## src/rtl/pfc_pkg.sv

```systemverilog
package pfc_pkg;
  typedef enum logic [1:0] {
    ST_IDLE  = 2'd0,
    ST_DATA  = 2'd1,
    ST_CHECK = 2'd2,
    ST_ERROR = 2'd3
  } pfc_state_e;
endpackage

```

## src/rtl/pfc_word_class.sv

```systemverilog
module pfc_word_class #(
  parameter int WORD_W = 16
) (
  input  logic [WORD_W-1:0] word_i,
  input  logic              cvalid_i,
  input  logic              dvalid_i,
  output logic              is_cmd_o,
  output logic              is_dat_o
);
  // top bit low marks an opening word; opening wins over data-valid
  assign is_cmd_o = cvalid_i & ~word_i[WORD_W-1];
  assign is_dat_o = dvalid_i & ~is_cmd_o;
endmodule

```

## src/rtl/pfc_chan.sv

```systemverilog
module pfc_chan
  import pfc_pkg::*;
#(
  parameter int WORD_W    = 16,
  parameter int DEST_W    = 2,
  parameter int PAYLOAD_N = 16
) (
  input  logic              clk_i,
  input  logic              rst_ni,
  input  logic              clr_i,
  input  logic [WORD_W-1:0] word_i,
  input  logic              cvalid_i,
  input  logic              dvalid_i,
  output logic              start_o,
  output logic              end_o,
  output logic [DEST_W-1:0] dest_o,
  output logic              cnt_err_o,
  output logic              chk_err_o,
  output logic              frm_err_o,
  output logic              err_evt_o
);
  localparam int FRAME_N = PAYLOAD_N + 1;
  localparam int CNT_W   = $clog2(FRAME_N + 1);
  localparam logic [CNT_W-1:0] LAST = CNT_W'(FRAME_N - 1);

  pfc_state_e        state_q, state_d;
  logic [CNT_W-1:0]  cnt_q;
  logic [WORD_W-1:0] acc_q, acc_nxt;
  logic [DEST_W-1:0] dest_q;
  logic              start_q, cnt_err_q, chk_err_q, frm_err_q;
  logic              is_cmd, is_dat, in_data, last;
  logic              ev_short, ev_frm, ev_chk;

  pfc_word_class #(.WORD_W(WORD_W)) u_class (
    .word_i  (word_i),
    .cvalid_i(cvalid_i),
    .dvalid_i(dvalid_i),
    .is_cmd_o(is_cmd),
    .is_dat_o(is_dat)
  );

  assign in_data  = (state_q == ST_DATA);
  assign last     = (cnt_q == LAST);
  assign acc_nxt  = acc_q ^ word_i;
  assign ev_short = is_cmd & in_data;
  assign ev_frm   = is_dat & ~in_data;
  assign ev_chk   = is_dat & in_data & last & (acc_nxt != '0);

  always_comb begin
    state_d = in_data ? ST_DATA : ST_IDLE;
    if (is_cmd)                        state_d = ST_DATA;
    else if (is_dat && in_data && last) state_d = ev_chk ? ST_ERROR : ST_CHECK;
  end

  always_ff @(posedge clk_i or negedge rst_ni) begin
    if (!rst_ni) begin
      state_q   <= ST_IDLE;
      cnt_q     <= '0;
      acc_q     <= '0;
      dest_q    <= '0;
      start_q   <= 1'b0;
      cnt_err_q <= 1'b0;
      chk_err_q <= 1'b0;
      frm_err_q <= 1'b0;
    end else if (clr_i) begin
      state_q   <= ST_IDLE;
      cnt_q     <= '0;
      acc_q     <= '0;
      dest_q    <= '0;
      start_q   <= 1'b0;
      cnt_err_q <= 1'b0;
      chk_err_q <= 1'b0;
      frm_err_q <= 1'b0;
    end else begin
      state_q   <= state_d;
      start_q   <= is_cmd;
      cnt_err_q <= cnt_err_q | ev_short;
      chk_err_q <= chk_err_q | ev_chk;
      frm_err_q <= frm_err_q | ev_frm;
      if (is_cmd) begin
        cnt_q  <= '0;
        acc_q  <= '0;
        dest_q <= word_i[DEST_W-1:0];
      end else if (is_dat && in_data) begin
        cnt_q <= cnt_q + 1'b1;
        acc_q <= acc_nxt;
      end
    end
  end

  assign start_o   = start_q;
  assign end_o     = (state_q == ST_CHECK) || (state_q == ST_ERROR);
  assign dest_o    = dest_q;
  assign cnt_err_o = cnt_err_q;
  assign chk_err_o = chk_err_q;
  assign frm_err_o = frm_err_q;
  assign err_evt_o = ev_short | ev_frm | ev_chk;
endmodule

```

## config.mk

```make
export PLATFORM = sky130hd
export DESIGN_NAME = pfc_chan
export DESIGN_NICKNAME = d
export VERILOG_FILES = /design/src/rtl/pfc_pkg.sv /design/src/rtl/pfc_word_class.sv /design/src/rtl/pfc_chan.sv
export SDC_FILE = /design/constraint.sdc
export NUM_CORES = 1
export LEC_CHECK = 0
export ABC_AREA = 1
export BUFFER_PORTS_ARGS = -buffer_cell sky130_fd_sc_hd__buf_4
export CAP_MARGIN = 30
export CORE_MARGIN = 8
export CORE_UTILIZATION = 50
export DETAILED_ROUTE_END_ITERATION = 8
export GPL_TIMING_DRIVEN = 0
export PLACE_DENSITY_LB_ADDON = 0.1
export SLEW_MARGIN = 20
export SYNTH_ARGS = -nofsm -noshare
export SYNTH_HDL_FRONTEND = slang
export SYNTH_SLANG_ARGS = --single-unit
```

## constraint.sdc

```tcl
create_clock -name clk_i -period 2 [get_ports clk_i]
set_input_delay 0.1 -clock clk_i [delete_from_list [all_inputs] [get_ports clk_i]]
set_output_delay 0.1 -clock clk_i [all_outputs]
set_load 0.02 [all_outputs]
```

* Word level (Yosys, flattened, before mapping)
Index checks and enable logic that the tools add are counted.
W data, S select, Z words.
** Word-level totals
- Bits of input ports :: 21
- Flip-flop bits (word level) :: 29
- Memories :: 0
- Memory bits (writable) :: 0
- Memory bits (read-only) :: 0
- Bits in latches :: 0
- Word-level logic and storage cells :: 52
- Output and inout port bits :: 8
** Operators by class
- $add $sub $neg :: 1
- Eq/ne operators :: 4
- Divide/modulo/power cells :: 0
- Multipliers :: 0
- $lt $le $gt $ge :: 0
- Multiplexer cells :: 17
- Reductions and logical operators :: 6
- Bitwise gates (word level) :: 16
- Shifts and indexed selects :: 0
** Operators with widths (count)
- $mux W16 :: 3
- $reduce_bool A16 Y1 :: 1
- $xor A16 B16 Y16 :: 1
- $mux W5 :: 3
- $mux W2 :: 5
- $and A1 B1 Y1 :: 7
- $mux W1 :: 6
- $add A5 B1 Y5 const B :: 1
- $eq A5 B5 Y1 const B :: 1
- $or A1 B1 Y1 :: 5
- $eq A2 B2 Y1 const B :: 2
- $not A1 Y1 :: 3
- $reduce_bool A3 Y1 :: 1
- $eq A2 B1 Y1 const B :: 1
- $logic_and A1 B1 Y1 :: 2
- $reduce_bool A2 Y1 :: 1
- $logic_or A1 B1 Y1 :: 1

* Longest topological paths before layout
- Depth after elaboration :: 11
- Mapped depth :: 9
- Depth with buffers taken out :: 9

* By module
A second synthesis with hierarchy kept.
** Second synthesis, totals
- Cell total of the unflattened synthesis :: 215
- Area, all modules :: 1645.3 sq um
** By module, submodules not included
- pfc_chan :: cells an instance 210, area each 1621.6 sq um, sequential area each 725.7 sq um, times used 1
- pfc_word_class :: cells an instance 5, area each 23.8 sq um, sequential area each 0.0 sq um, times used 1

* Worst setup path after synthesis
No wires, ideal clock.
- Path type :: register to output
- Start :: reg cnt_q[0]
- End :: out err_evt_o
- Data required time :: 1.900 ns
- Data arrival time :: 1.076 ns
- Path slack :: 0.824 ns
- Buffers on the path :: 0
- Stages on the path, launching flop included :: 7
- Path through :: dfrtp_1 inv_1 ha_1 nand4_1 nor2_1 nand2_1 nand3_1
** On the way
- Word-level cells in the longest chain between the ends :: 4
** Ends and longest elaborated chain
- start: declaration :: line pfc_chan.sv:27 : logic [CNT_W-1:0] cnt_q;
- start signal: assignment :: line pfc_chan.sv:85 : cnt_q <= cnt_q + 1'b1;
- $eq A5 B5 Y1 :: line pfc_chan.sv:43 : assign last = (cnt_q == LAST);
- $and A1 B1 Y1 (2 in a row) :: line pfc_chan.sv:47 : assign ev_chk = is_dat & in_data & last & (acc_nxt != '0);
- $or A1 B1 Y1 :: line pfc_chan.sv:97 : assign err_evt_o = ev_short | ev_frm | ev_chk;
- end: declaration :: line pfc_chan.sv:20 : output logic err_evt_o
No other way between the ends.

* Final worst setup path
Same ends and word-level chain as after synthesis.

==> results.toml <==
[outcome]
outcome = "complete, no violations"

[clocking]
cts_tree = "yes"
post_cts_resize_count = 0
numCtsBuffers = 5
path_clk_slew_ps = 100
cts-htree-levels = 2
clk_latency_ps = 330
cts.path.max_buffers = 2
clockRootBuffer = "clkbuf_4"
cts_sinks = 29

[power_and_ir_drop]
p_per_area_nw_per_um2 = 712
ir_worst_vdd_mv = 0.652
p_leak_uw = 0.00101
total_power_uw = 1390

[grt]
globalRouteMet3Util_pct = 4.13
antenna_found_initial = 0
gr-usage-met2_pct = 20.8
grt_max_degree = 30
grtUsageMet1_pct = 16.1
grt_use_total_pct = 13.3
grt.overflow.total = 0
busiest_layer = "met2"
grt_pass1_vias = 1300
grt_pass1_wl_mm = 5.43

[sta]
clock-skew-final_ps = 4.09
final_max_slew_viol_count = 0
rsz0062_at_grt = "no"
period_needed_ps = 1740
hold_viol_final = 0
relSlewSlack_pct = 75.1
tightest_slew_ps = 373
max_clock_freq_mhz = 575
setup_viol = 0
fin_crit_sh_pct = 86.9
finalSetupTns_ps = 0

[synthesis]
avgSynthCellArea_um2 = 7.27
synth_mux_area_share_pct = 0
synth_top_cell_by_area = "dfrtp_1"
synthFlopType = "dfrtp_1"
synth_top_family_by_area = "simple AND/OR/NAND/NOR gates"
synth_area_leaders = "dfrtp_1 46%, nand2_1 19%, inv_1 10%, o21ai_0 6.3%, nor2_1 3.3%"
synth_compound_area_share_pct = 9.68
synth_area_um2 = 1580
synth_edf_count = 0
yosys.cell_types.count = 25
synth_seq_area_share_pct = 46.0
yosys.area_share.simple_pct = 29.6
synthCells = 217
synth-adder-area-share_pct = 1.59
syn_nets = 240
yosysTopAreaCellShare_pct = 46.0
ys_ff_latch = 29
ys_async_sr_fraction_pct = 100
ys_warn_count = 0
synth_xor_area_share_pct = 0.556

[place]
dp_hpwl_mm = 2.34
dp.cells = 288
place.port_buffers = 27
gp_congestion = 0.761

[detailed_routing]
routed-via-count = 1348
antenna_left = 0
wirelength_mm = 3.22
drc = 0
drt_iter0_drc = 43
via_per_inst = 4.54
dr.pass1.iters = 4
wl_per_cell_um = 10.8

[final_layout]
n_fill_cell = 277
fin_nets = 275
drive_gt1_share_pct = 19.4
num_antenna_cells = 0
fin_util_pct = 64.3
area_delta_synth_final_pct = 23.5
layout.cells.non_filler = 297

[floorplan]
io_pins = 29
coreArea_um2 = 3030
start_util_pct = 52.1
fp.dieH_um = 72.2
fp-row-count = 20
dieArea_um2 = 5210
fp.dieW_um = 72.2

[setup_path]
cp-end-kind = "output port"
cp.required_ps = 1900
path_max_fanout = 3
critPathLaunchType = "flop"
worstPathArrival_ps = 1640
crit_type = "reg -> out"

[flow_run]
cap_violations = 0

[worst_hold_path]
hold_path_class = "in -> reg"
power by group:
| group | leakage [µW] | switching [µW] | internal (µW) |
|---|---|---|---|
| registers | 0.000400 | 7.51 | 601 |
| clock network | 0.0000552 | 223 | 387 |
| logic | 0.000556 | 99.6 | 67.2 |
path summary, 6_finish.rpt:
path	from	endpoint	slack (ps)	cells past startpoint
worst min register to register	dest_o[1]	dest_o[1]	500	2
worst max-delay path	cnt_q[0]	err_evt_o	260	7
worst min-delay path	word_i[1]	dest_o[1]	40	3
max in group asynchronous	rst_ni	acc_q[8]	1500	2
worst max register to register	state_q[1]	acc_q[9]	560	6
min in group asynchronous	rst_ni	cnt_err_o	230	2
sequential cells by signal, summed over array words and instances, names as in the netlist:
| signal | flops |
|---|---|
| acc_q | 16 |
| cnt_q | 5 |
| dest_o | 2 |
| state_q | 2 |
| chk_err_o | 1 |
| cnt_err_o | 1 |
| frm_err_o | 1 |
| start_o | 1 |
final cells by class:
class                   instances  area, µm²  area share, %
repair buffers                 28        213           10.9
inverters                      44        165           8.48
clock buffers                   5       37.5           1.93
flip-flops and latches         29        726           37.3
multi-input cells             139        653           33.5
plain buffers                   5       32.5           1.67
clock inverters                 3       65.1           3.34
well taps                      44       55.1           2.83
cell usage in the layout (no fill, tap or decap), types with 2 or more instances in the layout:
cell,instances
a21oi_1,4
buf_4,28
bufinv_16,2
clkbuf_4,5
dfrtp_1,29
ha_1,2
inv_1,43
nand2_1,78
nand2_2,2
nand3_1,4
nor2_1,14
nor2_4,3
nor3_1,4
o21ai_0,20
metal layers:
layer  up-vias  part of all wire [%]
met4         0                   1.5
met1       590                    49
met2        29                    44
met5         -                     0
li1        723                     -
met3         6                   4.9
logic make-up (layout without fill, tap and decap cells):
group / Yosys count / in the layout
compound gates: 28 / 28
buf+inv: 49 / 85
flops: 29 / 29
simple gates: 108 / 108
xor+xnor: 1 / 1
fa+ha+maj: 2 / 2
stage by stage:
stage	hold WS [ps]	area, µm²	setup slack [ps]
floorplan	-196	1580	824
global placement	47.3	1830	620
detailed placement	45.0	1830	595
CTS	33.2	1950	258
global route	41.2	1950	118
finish	42.5	1950	261
synth_stat cells (2+ instances only):
master / number
a21oi_1: 4
dfrtp_1: 29
ha_1: 2
inv_1: 43
nand2_1: 78
nand2_2: 2
nand3_1: 4
nor2_1: 14
nor2_4: 3
nor3_1: 4
o21ai_0: 20
critical path, stage by stage (launching register included):
cell,delay [ps]
dfrtp_1,420
inv_1,100
ha_1,160
nand4_1,160
nor2_1,140
nand2_1,100
nand3_1,80
buf_4,140
what timing repair did:
action                                  in CTS  in global routing
endpoints found under the setup margin       0                  0
endpoints found under the hold margin       29                  0
hold buffers                                 1                  0
setup buffers                                0                  0
Power figures use the tool's default switching activity.
